<file path="src/rtl/npx_pkg.sv">
package npx_pkg;

  localparam int W_LSB = 33;
  localparam int W_MID = 71;
  localparam int W_MSB = 151;

  typedef struct packed {
    logic [7:0] red;
    logic [7:0] grn;
    logic [7:0] blu;
  } rgb_t;

  // Weighted sum of a 3-bit ladder, bit 0 lightest.
  function automatic logic [7:0] ladder3(input logic [2:0] code);
    logic [7:0] acc;
    acc = 8'd0;
    if (code[0]) acc = acc + 8'(W_LSB);
    if (code[1]) acc = acc + 8'(W_MID);
    if (code[2]) acc = acc + 8'(W_MSB);
    return acc;
  endfunction

endpackage

</file>
<file path="src/rtl/npx_raster_addr.sv">
module npx_raster_addr #(
  parameter int X_W        = 9,
  parameter int Y_W        = 8,
  parameter int COLS       = 152,
  parameter int X_OFF      = 8,
  parameter int FIRST_LINE = 6,
  parameter int VIS_LINES  = 240
) (
  input  logic                          clk,
  input  logic                          rst_n,
  input  logic [X_W-1:0]                ras_x,
  input  logic [Y_W-1:0]                ras_y,
  output logic [$clog2(COLS)+Y_W-1:0]   vram_addr,
  output logic                          vis_q,
  output logic                          low_nib_q
);

  localparam int COL_W = $clog2(COLS);
  localparam logic [X_W-1:0] X_LO = X_W'(X_OFF);
  localparam logic [X_W-1:0] X_HI = X_W'(X_OFF + 2 * COLS);
  localparam logic [Y_W-1:0] Y_HI = Y_W'(VIS_LINES);
  localparam logic [Y_W-1:0] Y_SH = Y_W'(FIRST_LINE);

  logic [X_W-1:0]   px;
  logic [COL_W-1:0] col;
  logic [Y_W-1:0]   mem_line;
  logic             vis_d;
  logic             low_nib_d;

  always_comb begin
    px        = ras_x - X_LO;
    col       = px[COL_W:1];
    mem_line  = ras_y + Y_SH;
    vram_addr = {col, mem_line};
    vis_d     = (ras_x >= X_LO) && (ras_x < X_HI) && (ras_y < Y_HI);
    low_nib_d = px[0];
  end

  always_ff @(posedge clk or negedge rst_n) begin
    if (!rst_n) begin
      vis_q     <= 1'b0;
      low_nib_q <= 1'b0;
    end else begin
      vis_q     <= vis_d;
      low_nib_q <= low_nib_d;
    end
  end

endmodule

</file>
<file path="src/rtl/npx_palette_file.sv">
module npx_palette_file #(
  parameter int N_ENT = 16,
  parameter int DW    = 8
) (
  input  logic                      clk,
  input  logic                      rst_n,
  input  logic                      we,
  input  logic [$clog2(N_ENT)-1:0]  waddr,
  input  logic [DW-1:0]             wdata,
  input  logic [$clog2(N_ENT)-1:0]  raddr,
  output logic [DW-1:0]             rdata
);

  logic [DW-1:0] ent_q [N_ENT];

  for (genvar gi = 0; gi < N_ENT; gi++) begin : g_ent
    logic          en;
    logic [DW-1:0] ent_d;

    always_comb begin
      en    = we && (waddr == ($clog2(N_ENT))'(gi));
      ent_d = en ? wdata : ent_q[gi];
    end

    always_ff @(posedge clk or negedge rst_n) begin
      if (!rst_n) ent_q[gi] <= '0;
      else        ent_q[gi] <= ent_d;
    end
  end

  assign rdata = ent_q[raddr];

endmodule

</file>
<file path="src/rtl/npx_color_dac.sv">
module npx_color_dac
  import npx_pkg::*;
(
  input  logic [7:0] code,
  output rgb_t       color
);

  logic [2:0] slice [3];
  logic [7:0] level [3];

  always_comb begin
    slice[0] = code[2:0];
    slice[1] = code[5:3];
    slice[2] = {code[7:6], 1'b0};
  end

  for (genvar ch = 0; ch < 3; ch++) begin : g_ch
    assign level[ch] = ladder3(slice[ch]);
  end

  assign color = '{red: level[0], grn: level[1], blu: level[2]};

endmodule

</file>
<file path="src/rtl/nib_palette_expander.sv">
module nib_palette_expander
  import npx_pkg::*;
#(
  parameter int X_W        = 9,
  parameter int Y_W        = 8,
  parameter int COLS       = 152,
  parameter int X_OFF      = 8,
  parameter int FIRST_LINE = 6,
  parameter int VIS_LINES  = 240,
  parameter int N_ENT      = 16
) (
  input  logic                          clk,
  input  logic                          rst_n,
  input  logic                          pal_we,
  input  logic [$clog2(N_ENT)-1:0]      pal_addr,
  input  logic [7:0]                    pal_data,
  input  logic [X_W-1:0]                ras_x,
  input  logic [Y_W-1:0]                ras_y,
  output logic [$clog2(COLS)+Y_W-1:0]   vram_addr,
  input  logic [7:0]                    vram_data,
  output logic [23:0]                   rgb_out,
  output logic                          rgb_valid
);

  localparam int IDX_W = $clog2(N_ENT);

  logic             vis_s1;
  logic             low_s1;
  logic [IDX_W-1:0] code_s1;
  logic [7:0]       color_s1;
  rgb_t             dac_s1;
  rgb_t             rgb_d, rgb_q;
  logic             valid_d, valid_q;

  npx_raster_addr #(
    .X_W(X_W), .Y_W(Y_W), .COLS(COLS), .X_OFF(X_OFF),
    .FIRST_LINE(FIRST_LINE), .VIS_LINES(VIS_LINES)
  ) u_raster (
    .clk(clk), .rst_n(rst_n), .ras_x(ras_x), .ras_y(ras_y),
    .vram_addr(vram_addr), .vis_q(vis_s1), .low_nib_q(low_s1)
  );

  // Left pixel lives in the upper nibble.
  assign code_s1 = low_s1 ? vram_data[IDX_W-1:0] : vram_data[2*IDX_W-1:IDX_W];

  npx_palette_file #(.N_ENT(N_ENT), .DW(8)) u_pal (
    .clk(clk), .rst_n(rst_n), .we(pal_we), .waddr(pal_addr), .wdata(pal_data),
    .raddr(code_s1), .rdata(color_s1)
  );

  npx_color_dac u_dac (.code(color_s1), .color(dac_s1));

  always_comb begin
    valid_d = vis_s1;
    rgb_d   = vis_s1 ? dac_s1 : '0;
  end

  always_ff @(posedge clk or negedge rst_n) begin
    if (!rst_n) begin
      rgb_q   <= '0;
      valid_q <= 1'b0;
    end else begin
      rgb_q   <= rgb_d;
      valid_q <= valid_d;
    end
  end

  assign rgb_out   = rgb_q;
  assign rgb_valid = valid_q;

endmodule

</file>
<file path="config.mk">
export PLATFORM = sky130hd
export DESIGN_NAME = nib_palette_expander
export DESIGN_NICKNAME = d
export VERILOG_FILES = /design/src/rtl/npx_pkg.sv /design/src/rtl/npx_raster_addr.sv /design/src/rtl/npx_palette_file.sv /design/src/rtl/npx_color_dac.sv /design/src/rtl/nib_palette_expander.sv
export SDC_FILE = /design/constraint.sdc
export NUM_CORES = 1
export LEC_CHECK = 0
export ABC_AREA = 1
export CAP_MARGIN = 25
export CORE_AREA = 2 2 121 123
export DETAILED_ROUTE_END_ITERATION = 6
export DIE_AREA = 0 0 123 125
export PLACE_DENSITY = 0.83
export SLEW_MARGIN = 25
export SYNTH_ARGS = -nofsm -noshare
export SYNTH_HDL_FRONTEND = slang
export SYNTH_HIERARCHICAL = 1
export SYNTH_SLANG_ARGS = --single-unit
</file>
<file path="constraint.sdc">
create_clock -name clk -period 3.26 [get_ports clk]
set_input_delay 0.652 -clock clk [delete_from_list [all_inputs] [get_ports clk]]
set_output_delay 0.652 -clock clk [all_outputs]
set_load 0.03 [all_outputs]
</file>
==> metrics.csv <==
metric,value,unit
worstMarginPinSlew,0.718,ns
place_hpwl,12700,um
power_density,608,nW/um2
wl_per_cell,14.9,um
dr.pass1.iters,7,
die_area,15400,um2
via_count,6805,
path_common_cell,clkdlybuf4s50_1,
dieWidth,123,um
synth-edff-count,0,
ant_nets,0,
dpl_cell_area,8700,um2
hold_viol,0,
postSynth.asyncResetShare,100,%
clk_pin_slew,0.06,ns
synthToLayoutAreaGrowth,16.8,%
ys_ff_latch,155,
overflow,0,
synth.most_common_cell,nand2_1,
drcViolationCount,2,
start_util,55.4,%
clock_latency,0.43,ns
std_cell_rows,44,
routabilityCongestion,0.872,
cts.sinks,155,
cp.required,2.61,ns
period_needed,3.10,ns
grt_pass1_vias,6420,
num-fill-cells,1135,
rsz0062_at_grt,false,
crit_chain,"clkdlybuf4s50_1, inv_1, ha_1, nor2_2, nand2_1, xnor2_1, clkdlybuf4s50_1",
synth.avg_cell_area,7.53,um2
post_cts_buffers,0,
drt_iter0_markers,946,
critical_path_buf_inv_count,3,
setup_viol,0,
max_freq,0.322,GHz
min_path_type,primary input to asynchronous set/reset pin,
synth_top_area_cell,dfrtp_1,
synth_top_cell_area_share,49.3,%
syn_inst,1045,
leakage,4.82,nW
antenna_found_initial,0,
cts_resized,0,
peakVddDrop,0.000442,V
critPathLaunchType,primary input,
grt_pass1_wl,31700,um
max_stage_delay,0.68,ns
layout.nets,1151,
yosysUniqueCellTypes,24,
final_area,9190,um2
yosys_warnings,6,
critical_path.top_delay_family,buffers and inverters,
yosysSeqAreaShare,49.3,%
utilization,64.7,%
synthTopCellsByArea,"dfrtp_1, nand2_1, o21ai_0, inv_1, nand3_1",
violations,design-rule violations,
cp-end-kind,primary output,
ioPinCount,81,
fp.dieH,125,um
crit_fanout,2,
status,"finished, violations left",
synth_area,7870,um2
htreeDepth,4,
slew_viol_final,0,
grt_max_degree,66,
synth_ff_type,dfrtp_1,
root_buffer,clkbuf_16,
antennaDiodeCount,0,
max_cap_violations,0,
worstSetupPathType,primary input to primary output,
routed_wl,19100,um
post_synth_most_frequent_cells,"nand2_1, inv_1, dfrtp_1",
finClkSkew,0.00715,ns
cts_tree,built,
fin_crit_sh,95.2,%
cts-buffers-inserted,17,
io_buffers,78,
vias_per_cell,5.29,
cpMaxStageDelayCell,clkdlybuf4s50_1,
core,14200,um2
cts_max_path_buffers,2,
maxSlewHeadroom,52.1,%
tns,0,ns
grt_use_total,26.4,%
drive_gt1_share,4.44,%
syn_nets,1099,
postCtsHoldBufs,0,
crit_arrival,2.45,ns
final timing paths:
path | to | slack, ns | cells past startpoint | startpoint
max in group asynchronous | u_pal/ent_q[31]$_DFFE_PN0P_ | 2.33 | 2 | rst_n
min | u_pal/ent_q[116]$_DFFE_PN0P_ | 0.11 | 1 | rst_n
max reg2reg | rgb_out[22]$_DFF_PN0_ | 0.48 | 18 | u_raster/low_nib_q$_DFF_PN0_
min in group clk | u_pal/ent_q[92]$_DFFE_PN0P_ | 0.48 | 2 | u_pal/ent_q[92]$_DFFE_PN0P_
max | vram_addr[7] | 0.16 | 7 | ras_y[1]
min reg2reg | u_pal/ent_q[92]$_DFFE_PN0P_ | 0.48 | 2 | u_pal/ent_q[92]$_DFFE_PN0P_
area by class of cell:
type	instances	area, um2	share of cell area (%)
clock buffers	21	470	5.12
clock inverters	4	22.5	0.245
inverters	164	616	6.70
multi-input cells	666	3020	32.8
flip-flops and latches	155	3880	42.2
well taps	184	230	2.50
repair buffers	93	957	10.4
stage by stage:
| step | power (mW) | hold WS [ns] | setup WS, ns | std cells |
|---|---|---|---|---|
| CTS | 5.60 | 0.112 | 0.145 | 1287 |
| global route | 5.92 | 0.124 | 0.0777 | 1287 |
| floorplan | 3.42 | 0.356 | 0.720 | 1045 |
| global placement | 3.82 | 0.458 | 0.148 | 1262 |
| detailed placement | 3.89 | 0.465 | 0.0575 | 1262 |
| finish | 5.59 | 0.112 | 0.156 | 1287 |
logic make-up (layout without fill, tap and decap cells):
| family | after synthesis | in the layout | share of synthesized area [%] |
|---|---|---|---|
| AOI/OAI and AO/OA | 136 | 136 | 8.68 |
| buffers and inverters | 224 | 282 | 12.4 |
| DFF | 155 | 155 | 49.3 |
| other | 1 | 1 | 0.0477 |
| adders and majority gates | 14 | 14 | 2.23 |
| and+or+nand+nor | 505 | 505 | 26.2 |
| xor gates and xnor gates | 10 | 10 | 1.11 |
where the power goes:
part	internal (mW)	total, mW	switching [mW]
clock network	0.996	1.70	0.708
registers	2.31	2.50	0.183
logic	0.524	1.38	0.860
total	3.83	5.59	1.75
registers in the layout, summed over array words and instances (netlist names):
register,flops
u_raster/vis_q,1
rgb_out,24
u_raster/low_nib_q,1
rgb_valid,1
u_pal/ent_q,128
worst register-to-register path: cells and delay by family (launching register included):
kind / cells / cell delay [ns]
buf+inv: 5 / 0.60
simple gates: 12 / 1.31
flops: 1 / 0.44
fa+ha+maj: 1 / 0.35
metal layers:
layer	global-route usage [%]	share of wire [%]	vias to the layer above
met5	0	0	-
met4	12.4	3.4	0
met3	5.75	8.7	49
met2	39.5	45	325
met1	36.7	43	3132
li1	-	-	3299
cells in the final DEF (no fill, tap or decap), types with 4 or more instances in the layout:
cell type / n
buf_12: 5
buf_4: 10
clkbuf_16: 17
clkdlybuf4s50_1: 77
dfrtp_1: 155
ha_1: 14
inv_1: 161
nand2_1: 367
nand3_1: 111
nand4_1: 4
nor2_1: 16
o21ai_0: 132
xnor2_1: 5
xor2_1: 5
Power figures use the tool's default switching activity.
